## config.mk

```make
export PLATFORM = sky130hd
export DESIGN_NAME = micro_tlb
export DESIGN_NICKNAME = d
export VERILOG_FILES = /design/src/rtl/micro_tlb_pkg.sv /design/src/rtl/micro_tlb_cam.sv /design/src/rtl/micro_tlb_victim.sv /design/src/rtl/micro_tlb_perm.sv /design/src/rtl/micro_tlb.sv
export SDC_FILE = /design/constraint.sdc
export NUM_CORES = 2
export LEC_CHECK = 0
export BUFFER_PORTS_ARGS = -buffer_cell sky130_fd_sc_hd__buf_2
export CORE_ASPECT_RATIO = 1.4
export CORE_MARGIN = 8
export CORE_UTILIZATION = 60
export CTS_CLUSTER_SIZE = 12
export DETAILED_ROUTE_END_ITERATION = 8
export GPL_ROUTABILITY_DRIVEN = 0
export PLACE_DENSITY = 0.77
export SLEW_MARGIN = 10
export SYNTH_ARGS = -nofsm -noshare
export SYNTH_HDL_FRONTEND = slang
export SYNTH_SLANG_ARGS = --single-unit
```

## constraint.sdc

```tcl
create_clock -name clk_i -period 8.4 [get_ports clk_i]
set_input_delay 1.68 -clock clk_i [delete_from_list [all_inputs] [get_ports clk_i]]
set_output_delay 1.68 -clock clk_i [all_outputs]
set_load 0.02 [all_outputs]
```

## src/rtl/micro_tlb_pkg.sv

```systemverilog
package micro_tlb_pkg;
  parameter int ADDR_W     = 32;
  parameter int PAGE_SHIFT = 12;
  parameter int PN_W       = ADDR_W - PAGE_SHIFT;
  parameter int ASID_W     = 8;
  parameter int DOM_N      = 16;
  parameter int DOM_W      = $clog2(DOM_N);
  parameter int ATTR_W     = 4;
  parameter int SIZE_STEP  = 4;  // page-number bits added per size code

  typedef enum logic [1:0] {
    ACC_READ  = 2'd0,
    ACC_WRITE = 2'd1,
    ACC_FETCH = 2'd2
  } acc_e;

  typedef struct packed {
    logic [PN_W-1:0]   vpn;
    logic [PN_W-1:0]   ppn;
    logic [1:0]        size;
    logic              glob;
    logic [ASID_W-1:0] asid;
    logic [DOM_W-1:0]  dom;
    logic [1:0]        ap;
    logic              xn;
    logic [ATTR_W-1:0] attr;
  } tlb_entry_t;

  // page-number bits that fall inside the page offset for a size code
  function automatic logic [PN_W-1:0] pg_mask(logic [1:0] sz);
    return PN_W'((32'd1 << (SIZE_STEP * 32'(sz))) - 32'd1);
  endfunction
endpackage

```

## src/rtl/micro_tlb_cam.sv

```systemverilog
module micro_tlb_cam import micro_tlb_pkg::*; #(
  parameter int N     = 32,
  parameter int IDX_W = $clog2(N)
) (
  input  logic              clk_i,
  input  logic              rst_ni,
  input  logic [PN_W-1:0]   lk_pn_i,
  input  logic [ASID_W-1:0] lk_asid_i,
  input  logic              we_i,
  input  logic [IDX_W-1:0]  widx_i,
  input  tlb_entry_t        wdata_i,
  input  logic              inval_all_i,
  input  logic              inval_asid_i,
  input  logic [ASID_W-1:0] inval_asid_val_i,
  output logic [N-1:0]      match_o,
  output logic [N-1:0]      valid_o,
  output tlb_entry_t        sel_o
);
  tlb_entry_t ent_arr [N];

  for (genvar g = 0; g < N; g++) begin : g_slot
    logic            v_q;
    tlb_entry_t      e_q;
    logic [PN_W-1:0] m;
    logic            wr_here, kill;

    assign wr_here = we_i && (widx_i == IDX_W'(g));
    assign kill    = inval_all_i ||
                     (inval_asid_i && !e_q.glob && (e_q.asid == inval_asid_val_i));

    always_ff @(posedge clk_i or negedge rst_ni) begin
      if (!rst_ni) begin
        v_q <= 1'b0;
        e_q <= '0;
      end else if (wr_here) begin
        v_q <= 1'b1;
        e_q <= wdata_i;
      end else if (kill) begin
        v_q <= 1'b0;
      end
    end

    assign m          = pg_mask(e_q.size);
    assign match_o[g] = v_q && ((e_q.vpn & ~m) == (lk_pn_i & ~m)) &&
                        (e_q.glob || (e_q.asid == lk_asid_i));
    assign valid_o[g] = v_q;
    assign ent_arr[g] = e_q;
  end

  // lowest index wins
  always_comb begin
    sel_o = '0;
    for (int i = N - 1; i >= 0; i--) begin
      if (match_o[i]) sel_o = ent_arr[i];
    end
  end
endmodule

```

## src/rtl/micro_tlb_victim.sv

```systemverilog
module micro_tlb_victim #(
  parameter int N     = 32,
  parameter int IDX_W = $clog2(N)
) (
  input  logic             clk_i,
  input  logic             rst_ni,
  input  logic [N-1:0]     valid_i,
  input  logic             fire_i,
  output logic [IDX_W-1:0] idx_o
);
  logic [IDX_W-1:0] rr_q;
  logic             full;

  assign full = &valid_i;

  always_comb begin
    idx_o = rr_q;
    for (int i = N - 1; i >= 0; i--) begin
      if (!valid_i[i]) idx_o = IDX_W'(i);
    end
  end

  always_ff @(posedge clk_i or negedge rst_ni) begin
    if (!rst_ni) begin
      rr_q <= '0;
    end else if (fire_i && full) begin
      rr_q <= (rr_q == IDX_W'(N - 1)) ? '0 : rr_q + 1'b1;
    end
  end
endmodule

```

## src/rtl/micro_tlb_perm.sv

```systemverilog
module micro_tlb_perm import micro_tlb_pkg::*; (
  input  logic [2*DOM_N-1:0] dacr_i,
  input  logic [DOM_W-1:0]   dom_i,
  input  logic [1:0]         ap_i,
  input  logic               xn_i,
  input  logic [1:0]         acc_i,
  input  logic               priv_i,
  output logic               fault_o
);
  logic [1:0] dcode;
  logic       is_wr, is_fe, ap_bad;

  assign dcode = dacr_i[{dom_i, 1'b0} +: 2];
  assign is_wr = (acc_i == ACC_WRITE);
  assign is_fe = (acc_i == ACC_FETCH);

  always_comb begin
    unique case (ap_i)
      2'b00:   ap_bad = !priv_i;
      2'b01:   ap_bad = 1'b0;
      2'b10:   ap_bad = !priv_i && is_wr;
      default: ap_bad = is_wr;
    endcase
  end

  always_comb begin
    unique case (dcode)
      2'b01:   fault_o = ap_bad || (is_fe && xn_i);
      2'b11:   fault_o = 1'b0;
      default: fault_o = 1'b1;  // no access or reserved
    endcase
  end
endmodule

```

## src/rtl/micro_tlb.sv

```systemverilog
module micro_tlb import micro_tlb_pkg::*; #(
  parameter int NUM_ENTRIES = 32
) (
  input  logic               clk_i,
  input  logic               rst_ni,
  input  logic               lookup_valid_i,
  input  logic [ADDR_W-1:0]  va_i,
  input  logic [ASID_W-1:0]  asid_i,
  input  logic [1:0]         acc_i,
  input  logic               priv_i,
  input  logic [2*DOM_N-1:0] dacr_i,
  output logic               hit_o,
  output logic [ADDR_W-1:0]  pa_o,
  output logic [ATTR_W-1:0]  attr_o,
  output logic               fetch_abort_o,
  output logic               data_abort_o,
  output logic               refill_req_o,
  output logic [ADDR_W-1:0]  refill_va_o,
  output logic [ASID_W-1:0]  refill_asid_o,
  input  logic               refill_valid_i,
  input  logic [PN_W-1:0]    rf_vpn_i,
  input  logic [PN_W-1:0]    rf_ppn_i,
  input  logic [1:0]         rf_size_i,
  input  logic               rf_global_i,
  input  logic [ASID_W-1:0]  rf_asid_i,
  input  logic [DOM_W-1:0]   rf_domain_i,
  input  logic [1:0]         rf_ap_i,
  input  logic               rf_xn_i,
  input  logic [ATTR_W-1:0]  rf_attr_i,
  input  logic               inval_all_i,
  input  logic               inval_asid_i,
  input  logic [ASID_W-1:0]  inval_asid_val_i
);
  localparam int IDX_W = $clog2(NUM_ENTRIES);

  logic [NUM_ENTRIES-1:0] match_vec, valid_vec;
  tlb_entry_t             hit_ent, wr_ent;
  logic [IDX_W-1:0]       victim;
  logic [PN_W-1:0]        hmask;
  logic                   perm_fault, fault, miss;
  logic                   pend_q;
  logic [ADDR_W-1:0]      rva_q;
  logic [ASID_W-1:0]      rasid_q;

  assign wr_ent = '{vpn: rf_vpn_i, ppn: rf_ppn_i, size: rf_size_i, glob: rf_global_i,
                    asid: rf_asid_i, dom: rf_domain_i, ap: rf_ap_i, xn: rf_xn_i,
                    attr: rf_attr_i};

  micro_tlb_cam #(.N(NUM_ENTRIES), .IDX_W(IDX_W)) u_cam (
    .clk_i, .rst_ni,
    .lk_pn_i          (va_i[ADDR_W-1:PAGE_SHIFT]),
    .lk_asid_i        (asid_i),
    .we_i             (refill_valid_i),
    .widx_i           (victim),
    .wdata_i          (wr_ent),
    .inval_all_i,
    .inval_asid_i,
    .inval_asid_val_i,
    .match_o          (match_vec),
    .valid_o          (valid_vec),
    .sel_o            (hit_ent)
  );

  micro_tlb_victim #(.N(NUM_ENTRIES), .IDX_W(IDX_W)) u_victim (
    .clk_i, .rst_ni,
    .valid_i (valid_vec),
    .fire_i  (refill_valid_i),
    .idx_o   (victim)
  );

  micro_tlb_perm u_perm (
    .dacr_i,
    .dom_i   (hit_ent.dom),
    .ap_i    (hit_ent.ap),
    .xn_i    (hit_ent.xn),
    .acc_i,
    .priv_i,
    .fault_o (perm_fault)
  );

  assign hit_o  = lookup_valid_i && (|match_vec);
  assign miss   = lookup_valid_i && !(|match_vec);
  assign hmask  = pg_mask(hit_ent.size);
  assign pa_o   = hit_o ? {(hit_ent.ppn & ~hmask) | (va_i[ADDR_W-1:PAGE_SHIFT] & hmask),
                           va_i[PAGE_SHIFT-1:0]} : '0;
  assign attr_o = hit_o ? hit_ent.attr : '0;

  assign fault         = hit_o && perm_fault;
  assign fetch_abort_o = fault && (acc_i == ACC_FETCH);
  assign data_abort_o  = fault && (acc_i != ACC_FETCH);

  // single outstanding refill request
  always_ff @(posedge clk_i or negedge rst_ni) begin
    if (!rst_ni) begin
      pend_q  <= 1'b0;
      rva_q   <= '0;
      rasid_q <= '0;
    end else if (refill_valid_i) begin
      pend_q <= 1'b0;
    end else if (!pend_q && miss) begin
      pend_q  <= 1'b1;
      rva_q   <= va_i;
      rasid_q <= asid_i;
    end
  end

  assign refill_req_o  = pend_q;
  assign refill_va_o   = rva_q;
  assign refill_asid_o = rasid_q;
endmodule

```

==> reports/results.tsv <==
metric	value	unit
share of cells above drive strength 1	36.3	%
top cell type's share of synthesized area	48.8	%
FMAX	117	MHz
Sw Ratio	26.0	%
Relative slew margins	14.3	%
Comb pwr share	10.5	%
total track usage	38.1	%
Setup TNS	-0.253	ns
final net count	9497	
drt drc	0	
Final Hold Fails	0	
drt via density	6.87	
clk sinks	2062	
crit path kind	primary input to primary output	
global-route wire length before repair	543	mm
most common flop cell mapped by yosys	dfrtp_1	
XOR/XNOR share of the synthesized area	9.32	%
Adder-Cell Fraction of Synth Area	0.225	%
PD cells	182	nW/µm²
multiplexer share of the synthesized area	22.0	%
largest net degree at the start of global routing	180	
period utilization	102	%
outcome	finished with violations	
routed wire length	370	mm
CTS hold repair buffers	0	
Hold WC Path Type	flop to flop	
worst-skew pair later-pin latency	0.88	ns
largest family of logic cells by synthesized area	multiplexers	
Int Pwr	16.1	mW
Root Buffer	clkbuf_16	
CP Capture Type	primary output	
CP Launch Type	primary input	
CTS Buffer Depth	3	
Layout Cells excl Fill	11700	
complex-gate fraction of the synthesized area	7.65	%
Slew @ Worst Pin	1.28	ns
worst hold stages	1	
H-tree level count	4	
RSZ-0062 raised after global routing	true	
area occupied by registers	51600	µm²
Post-Synth Simple-Gate Area	8.54	%
Crit path arrival time	6.88	ns
register-to-register path setup slack	2.73	ns
Ys Warns	0	
number of global-route vias before repair	83000	
die area	190000	µm²
Slew Limit Fails	0	
Filler Cells Inserted	12500	
TritonRoute pass-1 iters	6	
Final ANT Viol Nets	0	
dpl cells	11400	
WHS Endpoint	u_cam.ent_arr[661]	
final core occ	68.2	%
DPL Wire Length	250	mm
Synth cell types	108	
I/O Buffers	230	
area leader, netlist	dfrtp_1	
initial antenna violation count	23	
Net Sw Power	5.66	mW
Max-Cap Viols	0	
via count	80600	
EDFF count, synth	0	
CTS tree	done	
LEAKAGE	57.6	nW
Clock Power Share	40.0	%
Mapped Area	106000	µm²
IO Count	231	
top-count cell post-synth	dfrtp_1	
Worst Path Required	6.72	ns
capture point of the worst reg-to-reg path	refill_asid_o[3]	
area of the core	175000	µm²
fin crit period	8.56	ns
clock skew	0.0407	ns
violated checks	setup timing	
instance count of the mapped netlist	8910	
Num CTS Buffers	201	
Peak supply drop	207	µV
sequential fraction of the synthesis area	48.8	%
Routed wire per std cell	31.5	µm
Multi-input gate area	51200	µm²
min-delay src	u_cam.ent_arr[661]	
Initial Util	60.2	%
worst r2r src	u_cam.ent_arr[517]	
synth top area cells	dfrtp_1 (49%), mux2_2 (22%), xor2_1 (4.7%)	
Rows	182	
PnR worst setup slack	-0.159	ns
synthesized flop and latch total	2062	
Reg2Reg Depth	19	
Die W	371	µm
Setup Viol. Count Final	2	
Clock transition at path regs	0.06	ns
DIE HEIGHT	512	µm
worst-path maximum fanout	5	
Synth async-reset ratio	100	%
Area growth syn-to-layout	13.2	%
Post-synth top cells	dfrtp_1 (2062), mux2_2 (2028), xor2_1 (564)	
sequential share of power	49.5	%
total global routing overflow	0	
Avg Inst Size Synth	11.9	µm²
Mapped Nets	9080	
initial detailed-routing violation count	9958	
==> placed cells by master (no fill, tap or decap), types with 56 or more instances in the layout <==
cell type | netlist | layout
dfrtp_1 | 2062 | 2062
mux2_2 | 2028 | 2028
buf_4 | 40 | 638
xor2_1 | 564 | 562
xnor2_1 | 560 | 559
nand2_1 | 402 | 393
nor2_1 | 321 | 316
buf_2 | 55 | 224
clkbuf_16 | 0 | 205
a21oi_1 | 196 | 194
o21ai_0 | 173 | 169
nand3_1 | 171 | 160
nand4_1 | 132 | 132
nor4_1 | 136 | 125
nor3_1 | 102 | 95
inv_1 | 82 | 82
buf_12 | 0 | 77
nand2b_1 | 77 | 76
o22ai_1 | 60 | 60
a221oi_1 | 60 | 56
==> worst max-delay path by stage <==
stage	from	end	cells past startpoint
detailed placement	va_i[28]	pa_o[18]	23
global route	va_i[26]	pa_o[18]	22
finish	va_i[26]	pa_o[18]	22
CTS	va_i[26]	pa_o[18]	22
global placement	va_i[28]	pa_o[19]	24
floorplan	va_i[30]	pa_o[19]	24
==> power by group through the flow <==
stage / Combinational (mW) / Clock (mW) / Sequential, mW
6_report: 2.29 / 8.71 / 10.8
5_1_grt: 2.41 / 9.11 / 10.8
4_1_cts: 2.24 / 8.74 / 10.8
3_5_place_dp: 2.22 / 0 / 10.9
3_3_place_gp: 2.16 / 0 / 10.9
2_1_floorplan: 1.24 / 0 / 10.9
==> routing by layer <==
| layer | track usage [%] | share of wire, % | vias up |
|---|---|---|---|
| met5 | 0 | 0.019 | - |
| met4 | 30.3 | 9.7 | 10 |
| met3 | 9.54 | 10 | 1400 |
| met2 | 57.6 | 44 | 5044 |
| met1 | 46.5 | 36 | 41400 |
| li1 | - | - | 32800 |
==> worst max-delay path: stages <==
cell	delay (ns)
buf_12	0.11
xor2_4	0.18
o41ai_4	0.57
buf_4	0.21
or4b_4	0.48
or3_4	0.34
or2_1	0.23
o221a_1	0.15
nor2b_4	0.14
o31ai_4	0.19
o21ai_2	0.13
a221oi_4	0.40
nand2_2	0.12
o211ai_4	0.12
nand3_4	0.11
ha_4	0.21
a222oi_1	0.43
nand3_1	0.15
a221o_1	0.34
a221oi_2	0.22
a31oi_2	0.16
buf_4	0.19
==> area by class of cell <==
type | instances | share of cell area [%]
Clock buffer | 281 | 4.73
Timing Repair Buffer | 946 | 6.30
Antenna cell | 14 | 0.0293
Multi-Input combinational cell | 6034 | 42.8
Sequential cell | 2062 | 43.2
Inverter | 82 | 0.257
Tap cell | 2300 | 2.41
Clock inverter | 22 | 0.314
==> what timing repair did <==
item	CTS	global route
setup endpoints to repair	20	17
gates resized for setup	35	55
pin swaps	18	22
setup buffers	5	2
==> per-stage QoR <==
stage	hold WS, ns	instance area [µm²]	power (mW)	worst slack (ns)
floorplan	0.470	106000	12.1	0.562
global placement	0.478	113000	13.1	-1.01
detailed placement	0.485	113000	13.2	-1.12
CTS	0.498	119000	21.8	-0.0578
global route	0.511	120000	22.3	-0.232
finish	0.498	120000	21.8	-0.159
==> registers in the layout (all words and copies together), names as in the netlist <==
signal and count:
u_victim.rr_q 5, u_cam.ent_arr 1984, u_cam.g_slot.v_q 32, refill_va_o 32
refill_asid_o 8, refill_req_o 1
==> logic make-up (layout without fill, tap and decap cells) <==
group / after synthesis / after routing
and+or+nand+nor: 1715 / 1715
AOI/OAI and AO/OA: 1112 / 1112
adders and majority gates: 19 / 19
xor gates and xnor gates: 1124 / 1124
muxes: 2064 / 2064
buffers and inverters: 814 / 1331
other: 0 / 14
DFF: 2062 / 2062
(Power assumes the default switching activity.)
